### src/rtl/clkdiv_pkg.sv
`timescale 1ns/1ps
package clkdiv_pkg;

    // Default width of the high, low and offset fields
    localparam int unsigned DEF_CNT_W = 4;

    // Divider sequencing phases
    typedef enum logic [2:0] {
        PH_IDLE  = 3'd0,  // after reset, waiting for the first sync
        PH_HOLD  = 3'd1,  // sync held, output at idle level
        PH_DELAY = 3'd2,  // counting the phase offset
        PH_HIGH  = 3'd3,  // high part of the period
        PH_LOW   = 3'd4   // low part of the period
    } phase_e;

endpackage

### src/rtl/clkdiv_shadow.sv
`timescale 1ns/1ps
module clkdiv_shadow #(
    parameter int unsigned CNT_W = clkdiv_pkg::DEF_CNT_W
) (
    input  logic             clk_i,
    input  logic             rst_ni,
    input  logic             sync_i,
    input  logic [CNT_W-1:0] hi_i,
    input  logic [CNT_W-1:0] lo_i,
    input  logic [CNT_W-1:0] ofs_i,
    input  logic             sh_i,
    input  logic             dcc_i,
    output logic [CNT_W-1:0] hi_o,
    output logic [CNT_W-1:0] lo_o,
    output logic [CNT_W-1:0] ofs_o,
    output logic             sh_o,
    output logic             dcc_o
);

    typedef struct packed {
        logic [CNT_W-1:0] hi;
        logic [CNT_W-1:0] lo;
        logic [CNT_W-1:0] ofs;
        logic             sh;
        logic             dcc;
    } cfg_t;

    cfg_t cfg_d, cfg_q;

    // Capture on every edge that sees sync high; the last one wins
    always_comb begin
        cfg_d = cfg_q;
        if (sync_i) begin
            cfg_d.hi  = hi_i;
            cfg_d.lo  = lo_i;
            cfg_d.ofs = ofs_i;
            cfg_d.sh  = sh_i;
            cfg_d.dcc = dcc_i;
        end
    end

    always_ff @(posedge clk_i or negedge rst_ni) begin
        if (!rst_ni) begin
            cfg_q <= '0;
        end else begin
            cfg_q <= cfg_d;
        end
    end

    assign hi_o  = cfg_q.hi;
    assign lo_o  = cfg_q.lo;
    assign ofs_o = cfg_q.ofs;
    assign sh_o  = cfg_q.sh;
    assign dcc_o = cfg_q.dcc;

    AST_SHADOW_FROZEN: assert property (@(posedge clk_i) disable iff (!rst_ni)
        !sync_i |=> $stable(cfg_q));

endmodule

### src/rtl/clkdiv_seq.sv
`timescale 1ns/1ps
module clkdiv_seq
    import clkdiv_pkg::*;
#(
    parameter int unsigned CNT_W = clkdiv_pkg::DEF_CNT_W
) (
    input  logic             clk_i,
    input  logic             rst_ni,
    input  logic             sync_i,
    input  logic             live_sh_i,
    input  logic [CNT_W-1:0] hi_i,
    input  logic [CNT_W-1:0] lo_i,
    input  logic [CNT_W-1:0] ofs_i,
    input  logic             sh_i,
    output logic             out_o
);

    localparam int unsigned LEN_W = CNT_W + 1;

    typedef struct packed {
        phase_e           ph;
        logic [CNT_W-1:0] cnt;
        logic             out;
    } seq_t;

    seq_t st_d, st_q, launch;

    // First period state after the offset has elapsed
    always_comb begin
        launch = st_q;
        if (sh_i) begin
            launch.ph  = PH_LOW;
            launch.cnt = lo_i;
            launch.out = 1'b0;
        end else begin
            launch.ph  = PH_HIGH;
            launch.cnt = hi_i;
            launch.out = 1'b1;
        end
    end

    always_comb begin
        st_d = st_q;
        if (sync_i) begin
            st_d.ph  = PH_HOLD;
            st_d.cnt = '0;
            st_d.out = live_sh_i;
        end else begin
            unique case (st_q.ph)
                PH_IDLE: begin
                    st_d = st_q;
                end
                PH_HOLD: begin
                    if (ofs_i != '0) begin
                        st_d.ph  = PH_DELAY;
                        st_d.cnt = ofs_i - 1'b1;
                        st_d.out = sh_i;
                    end else begin
                        st_d = launch;
                    end
                end
                PH_DELAY: begin
                    if (st_q.cnt == '0) begin
                        st_d = launch;
                    end else begin
                        st_d.cnt = st_q.cnt - 1'b1;
                    end
                end
                PH_HIGH: begin
                    if (st_q.cnt == '0) begin
                        st_d.ph  = PH_LOW;
                        st_d.cnt = lo_i;
                        st_d.out = 1'b0;
                    end else begin
                        st_d.cnt = st_q.cnt - 1'b1;
                    end
                end
                PH_LOW: begin
                    if (st_q.cnt == '0) begin
                        st_d.ph  = PH_HIGH;
                        st_d.cnt = hi_i;
                        st_d.out = 1'b1;
                    end else begin
                        st_d.cnt = st_q.cnt - 1'b1;
                    end
                end
                default: begin
                    st_d.ph  = PH_IDLE;
                    st_d.cnt = '0;
                    st_d.out = 1'b0;
                end
            endcase
        end
    end

    always_ff @(posedge clk_i or negedge rst_ni) begin
        if (!rst_ni) begin
            st_q.ph  <= PH_IDLE;
            st_q.cnt <= '0;
            st_q.out <= 1'b0;
        end else begin
            st_q <= st_d;
        end
    end

    assign out_o = st_q.out;

    // Cycles spent in the current phase, kept for the checks below
    logic [LEN_W-1:0] len_d, len_q;

    always_comb begin
        if (st_d.ph != st_q.ph) begin
            len_d = '0;
        end else if (len_q != '1) begin
            len_d = len_q + 1'b1;
        end else begin
            len_d = len_q;
        end
    end

    always_ff @(posedge clk_i or negedge rst_ni) begin
        if (!rst_ni) begin
            len_q <= '0;
        end else begin
            len_q <= len_d;
        end
    end

    AST_HIGH_HOLDS: assert property (@(posedge clk_i) disable iff (!rst_ni)
        (st_q.ph == PH_HIGH && !sync_i && len_q < {1'b0, hi_i}) |=> st_q.ph == PH_HIGH);
    AST_HIGH_ENDS: assert property (@(posedge clk_i) disable iff (!rst_ni)
        (st_q.ph == PH_HIGH && !sync_i && len_q == {1'b0, hi_i}) |=> (st_q.ph == PH_LOW && !out_o));
    AST_LOW_ENDS: assert property (@(posedge clk_i) disable iff (!rst_ni)
        (st_q.ph == PH_LOW && !sync_i && len_q == {1'b0, lo_i}) |=> (st_q.ph == PH_HIGH && out_o));
    AST_OFFSET_LEVEL: assert property (@(posedge clk_i) disable iff (!rst_ni)
        (st_q.ph == PH_DELAY) |-> out_o == sh_i);
    AST_IDLE_LOW: assert property (@(posedge clk_i) disable iff (!rst_ni)
        (st_q.ph == PH_IDLE) |-> !out_o);

endmodule

### src/rtl/clkdiv_dcc.sv
`timescale 1ns/1ps
module clkdiv_dcc (
    input  logic clk_i,
    input  logic rst_ni,
    input  logic core_i,
    input  logic stretch_i,
    input  logic bypass_i,
    output logic clk_o
);

    logic half_d, half_q;

    // Falling-edge copy of the core level extends each high phase by half a cycle
    always_comb begin
        half_d = core_i & stretch_i;
    end

    always_ff @(negedge clk_i or negedge rst_ni) begin
        if (!rst_ni) begin
            half_q <= 1'b0;
        end else begin
            half_q <= half_d;
        end
    end

    assign clk_o = bypass_i ? clk_i : (core_i | half_q);

    AST_NO_STRETCH: assert property (@(posedge clk_i) disable iff (!rst_ni)
        (!stretch_i && !bypass_i) |-> clk_o == core_i);

endmodule

### src/rtl/clkdiv_phase.sv
`timescale 1ns/1ps
module clkdiv_phase #(
    parameter int unsigned CNT_W = clkdiv_pkg::DEF_CNT_W
) (
    input  logic             clk_i,
    input  logic             rst_ni,
    input  logic             sync_i,
    input  logic [CNT_W-1:0] cfg_hi_i,
    input  logic [CNT_W-1:0] cfg_lo_i,
    input  logic [CNT_W-1:0] cfg_ofs_i,
    input  logic             cfg_sh_i,
    input  logic             cfg_bypass_i,
    input  logic             cfg_dcc_i,
    output logic             div_clk_o
);

    logic [CNT_W-1:0] hi_q, lo_q, ofs_q;
    logic             sh_q, dcc_q;
    logic             core;
    logic             stretch;

    clkdiv_shadow #(.CNT_W(CNT_W)) u_shadow (
        .clk_i  (clk_i),
        .rst_ni (rst_ni),
        .sync_i (sync_i),
        .hi_i   (cfg_hi_i),
        .lo_i   (cfg_lo_i),
        .ofs_i  (cfg_ofs_i),
        .sh_i   (cfg_sh_i),
        .dcc_i  (cfg_dcc_i),
        .hi_o   (hi_q),
        .lo_o   (lo_q),
        .ofs_o  (ofs_q),
        .sh_o   (sh_q),
        .dcc_o  (dcc_q)
    );

    clkdiv_seq #(.CNT_W(CNT_W)) u_seq (
        .clk_i     (clk_i),
        .rst_ni    (rst_ni),
        .sync_i    (sync_i),
        .live_sh_i (cfg_sh_i),
        .hi_i      (hi_q),
        .lo_i      (lo_q),
        .ofs_i     (ofs_q),
        .sh_i      (sh_q),
        .out_o     (core)
    );

    // Odd ratio means N+M odd, i.e. the low bits differ
    assign stretch = dcc_q & (hi_q[0] ^ lo_q[0]);

    clkdiv_dcc u_dcc (
        .clk_i     (clk_i),
        .rst_ni    (rst_ni),
        .core_i    (core),
        .stretch_i (stretch),
        .bypass_i  (cfg_bypass_i),
        .clk_o     (div_clk_o)
    );

    AST_HOLD_IDLE: assert property (@(posedge clk_i) disable iff (!rst_ni)
        (sync_i && $past(sync_i) && !cfg_bypass_i && $stable(cfg_sh_i)) |-> div_clk_o == cfg_sh_i);

endmodule

### config.mk
export PLATFORM = sky130hd
export DESIGN_NAME = clkdiv_phase
export DESIGN_NICKNAME = d
export VERILOG_FILES = /design/src/rtl/clkdiv_pkg.sv /design/src/rtl/clkdiv_shadow.sv /design/src/rtl/clkdiv_seq.sv /design/src/rtl/clkdiv_dcc.sv /design/src/rtl/clkdiv_phase.sv
export SDC_FILE = /design/constraint.sdc
export NUM_CORES = 1
export LEC_CHECK = 0
export ABC_AREA = 1
export BUFFER_PORTS_ARGS = -buffer_cell sky130_fd_sc_hd__buf_4
export CAP_MARGIN = 20
export CORE_MARGIN = 2
export CORE_UTILIZATION = 45
export CTS_BUF_LIST = sky130_fd_sc_hd__clkbuf_2
export DETAILED_ROUTE_END_ITERATION = 10
export GPL_ROUTABILITY_DRIVEN = 0
export PLACE_DENSITY = 0.67
export SETUP_SLACK_MARGIN = 0.1
export SYNTH_ARGS = -nofsm -noshare
export SYNTH_HDL_FRONTEND = slang
export SYNTH_SLANG_ARGS = --single-unit
### constraint.sdc
create_clock -name clk_i -period 1.6 [get_ports clk_i]
set_clock_uncertainty 0.05 [all_clocks]
set_input_delay 0 -clock clk_i [delete_from_list [all_inputs] [get_ports clk_i]]
set_output_delay 0 -clock clk_i [all_outputs]
set_load 0.01 [all_outputs]
== Word level (Yosys, flattened, before mapping) ==
Index checks and enable logic that the tools add are counted.
Word-level totals
  register bits: 23
  input bits: 18
  output and inout port bits: 1
  logic and storage cells: 41
Cells by class
  add/sub/neg operators: 2
  equality and inequality tests: 8
  multiplexer cells: 14
  bitwise operators: 4
  reductions and logical operators: 4
Operators by type and width (count)
  case mux 8 bit (5 select lines): 1
  2-to-1 mux 8 bit: 3
  2-to-1 mux 4 bit: 3
  2-to-1 mux 3 bit: 3
  inequality test 3 x 2 -> 1 bit (second input constant): 3
  subtractor 4 x 1 -> 4 bit (second input constant): 2
  == test 3 x 2 -> 1 bit (second input constant): 2
  logical NOT 4 bit: 1
  2-to-1 mux 1 bit: 4
  AND reduction 4 bit: 1
  nonzero test 4 bit: 1
  == test 3 x 1 -> 1 bit (second input constant): 1
  == test 3 bit (second input constant): 1
  logical NOT 3 bit: 1
  bitwise AND 1 bit: 2
  inequality test 2 bit (second input constant): 1
  OR 1 bit: 1
  XOR 1 bit: 1

== Logic depth before layout (Yosys ltp) ==
Gate-level depths: netlist of run 1.
  depth in word-level cells: 4
  gate-level depth with buffers: 10
  gate-level depth less buffers: 10

== Modules after synthesis ==
From an unflattened synthesis of run 1, not the netlist that was laid out.
Unflattened totals
  cell total of the unflattened synthesis: 220
  area total of the unflattened synthesis: 1520.2 µm²
Modules (own cells, without submodules)
  clkdiv_seq: instances 1, cells an instance 150, area an instance 925.9 µm², sequential area each 200.2 µm²
  clkdiv_shadow: instances 1, cells an instance 59, area an instance 530.5 µm², sequential area each 350.3 µm²
  clkdiv_dcc: instances 1, cells an instance 7, area an instance 48.8 µm², sequential area each 25.0 µm²
  clkdiv_phase: instances 1, cells an instance 4, area an instance 15.0 µm², sequential area each 0.0 µm²

==> results of run 1 <==
-- cell usage in the layout (no fill, tap or decap), drive strengths merged --
cell         netlist  layout
nand4              3       3
dfrtn              1       1
dlygate4sd3        0      30
o21ai             23      23
clkbuf             2       8
inv               26      26
nand3             28      28
o211ai             3       3
nor2              12      12
buf                4      34
dfrtp             22      22
a31oi              1       1
xor2               1       1
a21oi              3       3
ha                 5       5
nand2             84      84
-- routing by layer --
| layer | vias to the layer above | global-route usage |
|---|---|---|
| met3 | 17 | 0.0420 |
| met4 | 0 | 0.109 |
| met5 | - | 0 |
| met1 | 793 | 0.336 |
| li1 | 832 | - |
| met2 | 70 | 0.389 |
-- final timing paths --
path                                      end  slack [ns]
worst min register to register  u_seq.st_q[2]        0.48
max in group asynchronous        u_dcc.half_q        0.83
min in group clk_i                  div_clk_o        0.22
worst min-delay path            u_seq.st_q[6]        0.05
worst max-delay path                div_clk_o       -0.33
worst max register to register   u_dcc.half_q       -0.11
-- state kept, by name, indices dropped and copies added, names as in the netlist --
signal / cells
u_shadow.lo_o: 4
u_seq.st_q: 7
u_dcc.half_q: 1
u_shadow.hi_o: 4
u_shadow.ofs_o: 4
u_shadow.dcc_o: 1
u_shadow.sh_o: 1
u_seq.out_o: 1
-- power breakdown --
group	switching (mW)	internal, mW
sequential	0.117	0.689
clock	0.216	0.142
combinational	0.889	0.631
total	1.22	1.46
-- Yosys cell counts --
| master | n |
|---|---|
| sky130_fd_sc_hd__a21oi_1 | 3 |
| sky130_fd_sc_hd__a31oi_4 | 1 |
| sky130_fd_sc_hd__buf_2 | 3 |
| sky130_fd_sc_hd__buf_6 | 1 |
| sky130_fd_sc_hd__clkbuf_1 | 1 |
| sky130_fd_sc_hd__clkbuf_2 | 1 |
| sky130_fd_sc_hd__dfrtn_1 | 1 |
| sky130_fd_sc_hd__dfrtp_1 | 22 |
| sky130_fd_sc_hd__ha_1 | 5 |
| sky130_fd_sc_hd__inv_1 | 25 |
| sky130_fd_sc_hd__inv_2 | 1 |
| sky130_fd_sc_hd__nand2_1 | 83 |
| sky130_fd_sc_hd__nand2_4 | 1 |
| sky130_fd_sc_hd__nand3_1 | 28 |
| sky130_fd_sc_hd__nand4_1 | 3 |
| sky130_fd_sc_hd__nor2_1 | 10 |
| sky130_fd_sc_hd__nor2_2 | 1 |
| sky130_fd_sc_hd__nor2_4 | 1 |
| sky130_fd_sc_hd__o211ai_1 | 3 |
| sky130_fd_sc_hd__o21ai_0 | 20 |
| sky130_fd_sc_hd__o21ai_1 | 2 |
| sky130_fd_sc_hd__o21ai_2 | 1 |
| sky130_fd_sc_hd__xor2_1 | 1 |
-- worst max-delay path, cell delays in order, from the launching register on --
cell and delay, ns:
sky130_fd_sc_hd__dfrtn_1 0.42, sky130_fd_sc_hd__nor2_1 0.04, sky130_fd_sc_hd__o21ai_1 0.11, sky130_fd_sc_hd__buf_4 0.13
-- what timing repair did --
action                     4_1_cts  5_1_grt
buffers inserted                 2        4
setup endpoints to repair        9       11
hold buffers                    30        0
pin swaps                        6       16
hold endpoints to repair        39        0
cloned                           0        0
resized for setup               13       25
-- cell families (layout without fill, tap and decap cells) --
logic type                 Yosys count  count (layout)
AOI/OAI and AO/OA                   30              30
xor gates and xnor gates             1               1
adders and majority gates            5               5
buffers and inverters               32              98
DFF                                 23              23
and+or+nand+nor                    127             127
-- metrics by stage --
| step | instance area, um^2 | setup TNS [ns] | utilization | cells |
|---|---|---|---|---|
| floorplan | 1500 | 0 | - | 218 |
| global placement | 1740 | 0 | 0.560 | 285 |
| detailed placement | 1740 | -0.0150 | 0.560 | 285 |
| CTS | 2120 | -0.422 | 0.683 | 324 |
| global route | 2270 | -0.552 | 0.733 | 328 |
| finish | 2270 | -0.434 | 0.733 | 328 |
-- area by class of cell --
type                    count  area, um^2
well taps                  44        55.1
clock buffers               8        42.5
repair buffers             64         566
inverters                  26         103
multi-input cells         163         931
flip-flops and latches     23         577
fillers                   251         830
==> results.md, run 1 <==
* Distinct cells, synth at 23
* Post-route setup slack at -0.328 ns
* Violated checks: setup timing
* Number of antenna cells inserted at 0
* RSZ-0062 raised after global routing: yes
* Endpoint required time on the critical path at 1.55 ns
* Detail-routed via count per cell at 5.22
* Residual antenna-violating net count after detailed routing at 0
* Most area-hungry cell type in the Yosys netlist: sky130_fd_sc_hd__dfrtp_1
* Gr ovfl total at 0
* Tightest Pin Transition at 0.421 ns
* Origin of the worst setup path: u_dcc.half_q
* Maximum vdd drop at 0.000624 V
* Std-Cell Rows at 20
* Total chip power at 2.68 mW
* DRT Wirelength at 4300 um
* Area enclosed by the die boundary at 3800 um^2
* Global-route total usage across every layer at 0.248
* Area share of xor/xnor cells in the synthesized design at 0.00586
* Seq cells post-synth at 23
* Slew HR at 0.719
* Power Dens Cells at 1180 nW/um^2
* Clock slew at reported path FFs at 0.21 ns
* Initial DRC Count at 106
* Mapped Nets at 241
* Core Region at 3100 um^2
* Worst Setup Path Type: register to primary output
* Total standard cell area after synthesis at 1490 um^2
* Detail Route met2 WL at 2060 um
* # port buffers at 18
* Via count of the first global-routing pass at 1,578
* Maximum fanout count along the critical path at 1
* Synth area leaders: sky130_fd_sc_hd__dfrtp_1 (37%), sky130_fd_sc_hd__nand2_1 (21%), sky130_fd_sc_hd__nand3_1 (9.4%)
* Synth Warn # at 0
* Cells after Synth at 218
* Leak at 1.11 nW
* Sequential area share after synthesis at 0.385
* Global-route wire length before repair at 6930 um
* Hold violation total from the final report at 0
* Kind of capture point of the worst setup path: primary output
* Run status: complete, but fails checks
* Chip height at 61.6 um
* # Max-Cap Violations at 0
* Final count of negative-setup-slack endpoints at 3
* Data arrival time of the critical path at 1.88 ns
* Total via count in the routed design at 1,712
* Layout-stage area growth over the synthesis result at 52.2%
* Routed WL per cell at 13.1 um
* Maximum number of pins on one net before global-route repair at 32
* Pins over their slew limit at 0
* Total met3 wirelength after detailed routing at 242 um
* DRC violation count after routing at 0
* Worst setup slack after placement at -0.0150 ns
* Nets at 308
* Synth Area in Compound Gates at 0.119
* CTS tree: done
* First-pass DRT Iterations at 5
* I/O pin total at 19
* Area share of fa/ha/maj cells after synthesis at 0.0419
* Worst min-delay path category: primary input to asynchronous set/reset pin
* Simple-gate share of the synthesized area at 0.359
* Dpl hpwl at 2630 um
* Worst hold-check slack at 0.0468 ns
* Number of antenna violations at the first check in global routing at 0
* Initial Utilization at 0.481
* Logic depth of the worst register-to-register path at 3
* Top routing layer in use: met4
* Multiplexer area fraction after synthesis at 0
* Mean area per synthesized cell at 6.85 um^2
* Critical Path Start Type: register
* Overall die width at 61.6 um
* Fraction of layout cells with a size suffix above 1 at 0.254
* M1 wire length at 1840 um
* Clock network latency to the later pin of the worst-skew pair at 0.42 ns
* Main combinational cell family by area after synthesis: simple AND/OR/NAND/NOR gates
* Post-synth top area share at 0.369
* Worst reg2reg path startpoint: u_shadow.hi_o[0]
Note: power is estimated with default switching activity, not from simulation.
==> run 2: changes to the inputs <==
Settings changed: GPL_ROUTABILITY_DRIVEN 0 to default, HOLD_SLACK_MARGIN from default to 0.05.
==> results.md, run 2 (synthesis results as in run 1) <==
* Run status: complete, but fails checks
* Violated checks: setup timing
* CTS tree: done
* Std-Cell Rows at 20 (unchanged)
* RSZ-0062 raised after global routing: yes
* Pins over their slew limit at 0 (unchanged)
* Worst min-delay path category: primary input to primary output
* Routability-driven placement congestion ratio at 0.916
* Power Dens Cells at 1230 nW/um^2 (+3.9%)
* Fraction of layout cells with a size suffix above 1 at 0.323 (+0.0696)
* Initial DRC Count at 118 (+11%)
* Post-route setup slack at -0.329 ns (-0.000845 ns)
* Clock network latency to the later pin of the worst-skew pair at 0.42 ns (about the same)
* Via count of the first global-routing pass at 1,639 (+3.9%)
* Residual antenna-violating net count after detailed routing at 0 (unchanged)
* Most frequent cells in the layout: sky130_fd_sc_hd__nand2_1 (74), sky130_fd_sc_hd__buf_4 (40), sky130_fd_sc_hd__dlygate4sd3_1 (31)
* Kind of capture point of the worst setup path: primary output
* Data arrival time of the critical path at 1.88 ns (about the same)
* I/O pin total at 19 (unchanged)
* Number of antenna cells inserted at 0 (unchanged)
* Nets at 318 (+3.2%)
* Number of antenna violations at the first check in global routing at 0 (unchanged)
* Worst setup slack after placement at -0.0150 ns (unchanged)
* Critical Path Start Type: register
* Slew HR at 0.679 (-0.0401)
* Hold violation total from the final report at 0 (unchanged)
* Maximum vdd drop at 0.000648 V (+3.8%)
* Tightest Pin Transition at 0.481 ns (+0.0601 ns)
* Gr ovfl total at 0 (unchanged)
* Chip height at 61.6 um (unchanged)
* Share of the core filled with cells at 0.781 (+0.0484)
* Largest reg by FF count: u_seq.st_q
* Placed cell area at 1740 um^2 (unchanged)
* Area of all placed cells without fillers at 2420 um^2 (+6.6%)
* Core Region at 3100 um^2 (unchanged)
* Maximum fanout count along the critical path at 1 (unchanged)
* Maximum number of pins on one net before global-route repair at 32 (unchanged)
* Worst Setup Path Type: register to primary output
* Dpl hpwl at 2630 um (unchanged)
* First-pass DRT Iterations at 7 (+2)
* Area enclosed by the die boundary at 3800 um^2 (unchanged)
* Total via count in the routed design at 1,795 (+4.8%)
* Layout-stage area growth over the synthesis result at 62.2%
* Global-route wire length before repair at 7510 um (+8.4%)
* Global-route total usage across every layer at 0.271 (+0.0226)
* Setup total negative slack at -0.426 ns (+0.00846 ns)
* Overall die width at 61.6 um (unchanged)
* Initial Utilization at 0.481 (unchanged)
* Routed WL per cell at 15.0 um (+14%)
* # port buffers at 18 (unchanged)
* Worst reg2reg path startpoint: u_shadow.hi_o[0]
* Origin of the worst setup path: u_dcc.half_q
* Detail-routed via count per cell at 5.31 (+1.7%)
* # Max-Cap Violations at 0 (unchanged)
* DRC violation count after routing at 0 (unchanged)
* DRT Wirelength at 5060 um (+18%)
* Leading cell type in the layout, fill and taps excluded: sky130_fd_sc_hd__nand2_1
* Clock slew at reported path FFs at 0.14 ns (-0.07 ns)
* Leak at 1.17 nW (+5.7%)
* Max FFs per register at 7 (unchanged)
* Final count of negative-setup-slack endpoints at 3 (unchanged)
* Endpoint required time on the critical path at 1.55 ns (about the same)
* Launch point of the worst hold path: cfg_bypass_i
==> run 2: final cells by class <==
class,instances,area [um^2]
Clock buffer,8,42.5
Fill cell,227,679
Sequential cell,23,577
Tap cell,44,55.1
Timing Repair Buffer,74,651
Multi-Input combinational cell,163,996
Inverter,26,103
==> run 2: layer usage <==
layer / global-route usage / vias to the layer above / wire length [um]
li1: - / 850 / -
met1: 0.363 / 821 / 2060
met2: 0.426 / 91 / 2420
met3: 0.0483 / 33 / 336
met4: 0.125 / 0 / 241
met5: 0 / - / 0
==> run 2: critical path, cell delays in order, from the launching register on <==
cell	delay (ns)
sky130_fd_sc_hd__dfrtn_1	0.42
sky130_fd_sc_hd__nor2_1	0.04
sky130_fd_sc_hd__o21ai_1	0.11
sky130_fd_sc_hd__buf_4	0.13
==> run 2: what timing repair did <==
action / 4_1_cts / 5_1_grt
pin swaps: 6 / 24
endpoints found under the setup margin: 9 / 11
resized for setup: 13 / 47
cloned: 0 / 0
setup buffers: 2 / 13
hold buffers: 31 / 0
endpoints found under the hold margin: 39 / 0
==> run 2: stage by stage <==
stage	cells	hold WS [ns]	power (mW)
after floorplan	218	-0.346	1.64
after global routing	338	0.250	3.18
after CTS	325	0.226	2.40
final	338	0.224	2.97
after detailed placement	285	-0.0130	1.95
after global placement	285	-0.0119	1.94
==> run 2: report_power, final <==
group / switching, mW / internal (mW)
logic: 1.04 / 0.779
clock network: 0.217 / 0.142
registers: 0.105 / 0.689
total: 1.36 / 1.61
==> run 2: final timing paths <==
check / to / slack [ns] / cells past startpoint
min in group asynchronous: u_dcc.half_q / 0.55 / 2
worst min-delay path: div_clk_o / 0.22 / 3
worst max register to register: u_dcc.half_q / -0.10 / 3
worst min register to register: u_seq.st_q[2] / 0.48 / 2
max in group asynchronous: u_shadow.sh_o / 0.63 / 4
worst max-delay path: div_clk_o / -0.33 / 3
